===== src/rtl/dskip_pkg.sv =====
package dskip_pkg;

  typedef enum logic [1:0] {
    XMODE_NORMAL = 2'b00,
    XMODE_REPEAT = 2'b01,
    XMODE_BLOCK  = 2'b10,
    XMODE_RSVD   = 2'b11
  } xfer_mode_e;

  // One bit per mode code: 1 when exhaustion of that mode's counter
  // invalidates the held descriptor. Repeat mode reloads its counter.
  function automatic logic [3:0] exhaust_mask();
    logic [3:0] m;
    m = '0;
    m[XMODE_NORMAL] = 1'b1;
    m[XMODE_BLOCK]  = 1'b1;
    m[XMODE_RSVD]   = 1'b1;
    return m;
  endfunction

endpackage


===== src/rtl/dskip_override.sv =====
module dskip_override
  import dskip_pkg::*;
#(
  parameter logic [3:0] EXH_MASK = exhaust_mask()
) (
  input  logic       prev_chain,
  input  logic [1:0] prev_mode,
  input  logic       prev_cnt_zero,
  output logic       force_fetch
);

  logic exhausted;

  always_comb begin
    exhausted   = prev_cnt_zero & EXH_MASK[prev_mode];
    force_fetch = prev_chain | exhausted;
  end

endmodule


===== src/rtl/dskip_vec_cmp.sv =====
module dskip_vec_cmp #(
  parameter int VEC_W = 8
) (
  input  logic [VEC_W-1:0] a,
  input  logic [VEC_W-1:0] b,
  output logic             equal
);

  logic [VEC_W-1:0] bit_eq;

  genvar gi;
  generate
    for (gi = 0; gi < VEC_W; gi++) begin : g_bit
      assign bit_eq[gi] = ~(a[gi] ^ b[gi]);
    end
  endgenerate

  assign equal = &bit_eq;

endmodule


===== src/rtl/dskip_vec_hold.sv =====
module dskip_vec_hold #(
  parameter int VEC_W = 8
) (
  input  logic             clk,
  input  logic             rst_n,
  input  logic             skip_en,
  input  logic             load_en,
  input  logic [VEC_W-1:0] load_vec,
  output logic [VEC_W-1:0] vec_q,
  output logic             valid_q
);

  logic [VEC_W-1:0] vec_d;
  logic             valid_d;

  always_comb begin
    vec_d   = vec_q;
    valid_d = valid_q;
    if (load_en) begin
      vec_d   = load_vec;
      valid_d = 1'b1;
    end
    if (!skip_en) begin
      valid_d = 1'b0;
    end
  end

  always_ff @(posedge clk or negedge rst_n) begin
    if (!rst_n) begin
      vec_q   <= '0;
      valid_q <= 1'b0;
    end else begin
      vec_q   <= vec_d;
      valid_q <= valid_d;
    end
  end

endmodule


===== src/rtl/desc_skip_ctrl.sv =====
module desc_skip_ctrl
  import dskip_pkg::*;
#(
  parameter int VEC_W = 8
) (
  input  logic             clk,
  input  logic             rst_n,
  input  logic             req_valid,
  input  logic [VEC_W-1:0] req_vec,
  input  logic             skip_en,
  input  logic             prev_chain,
  input  logic [1:0]       prev_mode,
  input  logic             prev_cnt_zero,
  output logic             dec_valid,
  output logic             fetch_req,
  output logic [VEC_W-1:0] held_vec,
  output logic             held_valid
);

  logic vec_match;
  logic force_fetch;
  logic need_fetch;
  logic load_en;
  logic dec_valid_d;
  logic fetch_d;

  dskip_vec_cmp #(.VEC_W(VEC_W)) u_cmp (
    .a     (req_vec),
    .b     (held_vec),
    .equal (vec_match)
  );

  dskip_override u_ovr (
    .prev_chain    (prev_chain),
    .prev_mode     (prev_mode),
    .prev_cnt_zero (prev_cnt_zero),
    .force_fetch   (force_fetch)
  );

  always_comb begin
    need_fetch  = ~skip_en | ~held_valid | ~vec_match | force_fetch;
    load_en     = req_valid & need_fetch;
    dec_valid_d = req_valid;
    fetch_d     = req_valid & need_fetch;
  end

  dskip_vec_hold #(.VEC_W(VEC_W)) u_hold (
    .clk      (clk),
    .rst_n    (rst_n),
    .skip_en  (skip_en),
    .load_en  (load_en),
    .load_vec (req_vec),
    .vec_q    (held_vec),
    .valid_q  (held_valid)
  );

  always_ff @(posedge clk or negedge rst_n) begin
    if (!rst_n) begin
      dec_valid <= 1'b0;
      fetch_req <= 1'b0;
    end else begin
      dec_valid <= dec_valid_d;
      fetch_req <= fetch_d;
    end
  end

endmodule


===== config.mk =====
export PLATFORM = sky130hd
export DESIGN_NAME = desc_skip_ctrl
export DESIGN_NICKNAME = d
export VERILOG_FILES = /design/src/rtl/dskip_pkg.sv /design/src/rtl/dskip_override.sv /design/src/rtl/dskip_vec_cmp.sv /design/src/rtl/dskip_vec_hold.sv /design/src/rtl/desc_skip_ctrl.sv
export SDC_FILE = /design/constraint.sdc
export NUM_CORES = 1
export LEC_CHECK = 0
export ABC_AREA = 1
export BUFFER_PORTS_ARGS = -buffer_cell sky130_fd_sc_hd__buf_2
export CAP_MARGIN = 20
export CORE_MARGIN = 4
export CORE_UTILIZATION = 44
export CTS_CLUSTER_DIAMETER = 40
export DETAILED_ROUTE_END_ITERATION = 7
export GPL_ROUTABILITY_DRIVEN = 0
export GPL_TIMING_DRIVEN = 1
export PLACE_DENSITY = 0.76
export SLEW_MARGIN = 20
export SYNTH_ARGS = -nofsm -noshare
export SYNTH_HDL_FRONTEND = slang
export SYNTH_HIERARCHICAL = 1
export SYNTH_SLANG_ARGS = --single-unit

===== constraint.sdc =====
create_clock -name clk -period 1.6 [get_ports clk]
set_input_delay 0.32 -clock clk [delete_from_list [all_inputs] [get_ports clk]]
set_output_delay 0.32 -clock clk [all_outputs]
set_load 0.02 [all_outputs]

After elaboration in Yosys (flattened, before gate mapping)
Index checks and enable logic that the tools add are counted.
- $lt $le $gt $ge: 1
- equality and inequality tests: 1
- multiplexer cells: 4
- bitwise logic cells: 25
- reductions and logical operators: 1
- operators by type and width (kind ; number):
    inverter 1 bit ; 11
    AND reduction 8 bit ; 1
    bitwise XOR 1 bit ; 8
    bitwise OR 1 bit ; 4
    < comparator 2 x 3 -> 1 bit, second input constant ; 1
    two-way mux 1 bit ; 3
    bitwise AND 1 bit ; 2
    binary-select mux 1 bit (select 2 bit) ; 1
    != test 2 x 1 -> 1 bit, second input constant ; 1
- register bits after elaboration: 11
- bits of input ports: 16
- output and inout port bits: 11
- logic and storage cells: 36

Longest topological paths before layout
- word-level depth: 9
- gate-level depth with buffers: 13
- mapped depth without buffers: 12

By module
Netlist, hierarchy kept.
- modules (own cells, without submodules) (module ; instances ; cells an instance ; area each (um^2) ; sequential area each (um^2)):
    dskip_vec_hold ; 1 ; 38 ; 341.6 ; 225.2
    dskip_vec_cmp ; 1 ; 44 ; 165.2 ; 0.0
    desc_skip_ctrl ; 1 ; 8 ; 72.6 ; 50.0
    dskip_override ; 1 ; 5 ; 18.8 ; 0.0

Worst setup path after synthesis
OpenSTA, ideal clock, no wires.
- kind: register to register
- start point: register u_hold.vec_q[7]
- end point: register u_hold.vec_q[0]
- library setup time: 0.065 ns
- arrival time: 1.353 ns
- required time: 1.535 ns
- setup slack: 0.182 ns
- cell stages (with the launch flop): 14
- path buffers: 1
- clock period less this slack: 1.418 ns
- cell sequence: dfrtp_1 inv_1 nand2_1 nand2_1 nor2_1 nand2_1 nor2_1 nand2_1 nor2_1 nor2_1 buf_6 inv_2 nand2_1 nand2_1
- word-level cells in the longest chain between the ends: 7
- ends and longest elaborated chain (element ; RTL line ; source):
    start, declared ; dskip_vec_hold.sv:9 ; output logic [VEC_W-1:0] vec_q,
    start signal, assigned ; dskip_vec_hold.sv:33 ; vec_q <= vec_d;
    bitwise XOR 1 bit ; dskip_vec_cmp.sv:14 ; assign bit_eq[gi] = ~(a[gi] ^ b[gi]);
    inverter 1 bit ; dskip_vec_cmp.sv:14 ;
    AND reduction 8 bit ; dskip_vec_cmp.sv:18 ; assign equal = &bit_eq;
    named net vec_match ; desc_skip_ctrl.sv:20 ; logic vec_match;
    inverter 1 bit ; desc_skip_ctrl.sv:41 ; need_fetch = ~skip_en | ~held_valid | ~vec_match | force_fetch;
    bitwise OR 1 bit (2 in a row) ; desc_skip_ctrl.sv:41 ;
    bitwise AND 1 bit ; n/a ;
    named net fetch_d ; desc_skip_ctrl.sv:25 ; logic fetch_d;
The timed path passes the listed nets, and every way through them passes these cells.
A chain may end at the register's enable or synchronous reset.

Worst setup path after layout
- start point: register u_hold.vec_q[1]
- end point: register u_hold.vec_q[3]
Same word-level chain as after synthesis.

==> impl_metrics.json <==
{
  "fmax_mhz": 713.6,
  "clock-root-buffer": "clkbuf_4",
  "worstHoldStart": "req_valid",
  "avgSynthCellArea_um2": 6.296,
  "cpPeakStageDelay_ns": 0.41,
  "tightest_slew_ns": 0.2480,
  "synth_simple_gate_area_share_pct": 40.17,
  "antenna_cells": 0,
  "yosysMostFrequentCell": "nand2_1",
  "post-route-util_pct": 62.80,
  "timing.reg2reg.setup_slack_ns": 0.20,
  "synthTopCellsByArea": "dfrtp_1 46%, nand2_1 31%, inv_1 11%",
  "synth.distinct_cells": 6,
  "drtIter0Drc": 19,
  "yosysTopAreaCell": "dfrtp_1",
  "synth_xor_area_share_pct": 0,
  "r2r-start": "u_hold/vec_q[1]$_DFFE_PN0P_",
  "min_period_ns": 1.401,
  "total_power_mw": 0.6628,
  "instances_no_fill": 144,
  "crit_slowest_cell": "dfrtp_1",
  "yosys_warnings": 6,
  "grt_pass1_wl_mm": 2.159,
  "coreArea_um2": 1285,
  "setup_ws_ns": 0.1987,
  "gr-total-overflow": 0,
  "synth.top_cell.area_share_pct": 46.03,
  "die_w_um": 44.87,
  "rsz0062_at_grt": "false",
  "critPathArrivalTime_ns": 1.55,
  "required_ns": 1.75,
  "critical_path_class": "reg2reg",
  "dpl.hpwl_mm": 1.033,
  "hold_path_end": "dec_valid$_DFF_PN0_",
  "drv_slew": 0,
  "htreeDepth": 1,
  "synthCells": 95,
  "hold_viol": 0,
  "place_inst": 137,
  "clk_latency_ns": 0.26,
  "path_cells": "nor2_1, nor2_1, nor2_1, nand2_1, nor2_1, nand2_1, nor2_2, nor2_2, buf_4, nand2_1, nand2_1",
  "std_cell_rows": 13,
  "synth-edff-count": 0,
  "cellPowerDensity_nw_per_um2": 821.3,
  "synth_compound_area_share_pct": 0,
  "syn-num-nets": 111,
  "r2r-end": "u_hold/vec_q[3]$_DFFE_PN0P_",
  "cp-end-kind": "register",
  "setup_viol": 0,
  "dr.pass1.iters": 4,
  "fp.dieH_um": 44.87,
  "tns_ns": 0,
  "wl_met2_um": 656,
  "place_area_um2": 750.7,
  "hold_path_depth": 1,
  "viasPerCell": 4.375,
  "finalCritPeriodShare_pct": 87.58,
  "crit_path_start_kind": "register",
  "numCtsBuffers": 3,
  "synthTopCellsByCount": "49 x nand2_1, 18 x inv_1, 15 x nor2_1",
  "drc_errors": 0,
  "synth_top_family_by_area": "simple AND/OR/NAND/NOR gates",
  "io_pins": 27,
  "hold_class": "in2reg",
  "grt_max_degree": 12,
  "initial_core_util_pct": 46.54,
  "antenna_found_initial": 0,
  "syn_to_final_growth_pct": 34.94,
  "async_reset_ff_share_pct": 100.0,
  "max_cap_violations": 0,
  "final_cell_area_um2": 807.0,
  "yosysSeqAreaShare_pct": 46.03,
  "cts_sinks": 11,
  "nets": 146,
  "top_layer": "met3",
  "synth-adder-area-share_pct": 0,
  "clk_pin_slew_worst_paths_ns": 0.07,
  "outcome": "finished, final reports clean",
  "power.leakage_nw": 0.5377,
  "dp_worst_setup_slack_ns": 0.1466,
  "yosys_most_used_dff": "dfrtp_1",
  "cts_tree": "yes",
  "maxSlewHeadroom_pct": 83.46,
  "rr_worst_depth": 11,
  "routedWlPerCell_um": 9.194,
  "io_buffers": 26,
  "crit_fanout": 7,
  "final_layout_size_suffix_gt1_share_pct": 27.91,
  "whs_ns": 0.1805,
  "synthesis.area_um2": 598.1,
  "ys_ff_latch": 11,
  "grt_use_total_pct": 14.50,
  "wl_met3_um": 92,
  "grt_pass1_vias": 553,
  "vias": 630,
  "synth.area.mux_share_pct": 0,
  "peakVddDrop_uv": 568.4,
  "cts_buffer_depth": 2,
  "finClkSkew_ns": 0.0009043,
  "met1_length_um": 574,
  "dieArea_um2": 2013,
  "drtAntennaViolNets": 0,
  "detail_route.wirelength_mm": 1.324
}
cell usage in the layout, fill, tap and decap left out, drive strengths merged:
cell type,count
nor2,15
nand2,49
dfrtp,11
clkbuf,4
inv,19
buf,30
dlygate4sd3,1
cell type report:
class                   instances  area (um^2)
clock buffers                   4        26.28
flip-flops and latches         11        275.3
repair buffers                 31        170.2
well taps                      15        18.77
inverters                      19        71.32
multi-input cells              64        245.2
fillers                       130        478.0
layer usage:
layer	up-vias	GRT usage, %
met5	-	0
li1	333	-
met4	0	5.263
met2	19	24.93
met3	0	2.390
met1	278	18.20
repair_timing:
item	4_1_cts	5_1_grt
setup buffers	0	2
hold buffers	1	0
hold endpoints to repair	11	0
setup endpoints to repair	0	8
resized for setup	0	2
cells by family after synthesis:
logic type | Yosys count
AND/OR/NAND/NOR | 64
flip-flops | 11
buffers and inverters | 20
critical path: cells and delay by family (launching register included):
family	cells	cell delay, ns
simple gates	10	0.73
flops	1	0.41
buf+inv	1	0.16
sequential cells by signal, summed over array words and instances (netlist names):
register	count
u_hold/vec_q	8
dec_valid	1
fetch_req	1
u_hold/valid_q	1
worst max-delay path by stage:
stage / start / to / cells past startpoint
after global placement: req_vec[7] / u_hold/vec_q[2]$_DFFE_PN0P_ / 13
after CTS: u_hold/vec_q[7]$_DFFE_PN0P_ / u_hold/valid_q$_DFFE_PN0P_ / 12
after floorplan: u_hold/vec_q[7]$_DFFE_PN0P_ / u_hold/vec_q[0]$_DFFE_PN0P_ / 13
after detailed placement: req_vec[7] / u_hold/valid_q$_DFFE_PN0P_ / 13
after global routing: u_hold/vec_q[5]$_DFFE_PN0P_ / u_hold/vec_q[0]$_DFFE_PN0P_ / 11
final: u_hold/vec_q[1]$_DFFE_PN0P_ / u_hold/vec_q[3]$_DFFE_PN0P_ / 11
power breakdown:
group,total [mW],switching [mW],internal (mW),leakage (nW)
combinational,0.163,0.0968,0.0657,0.390
clock,0.181,0.0851,0.0962,0.0150
sequential,0.319,0.0187,0.300,0.133
(Power assumes the default switching activity.)
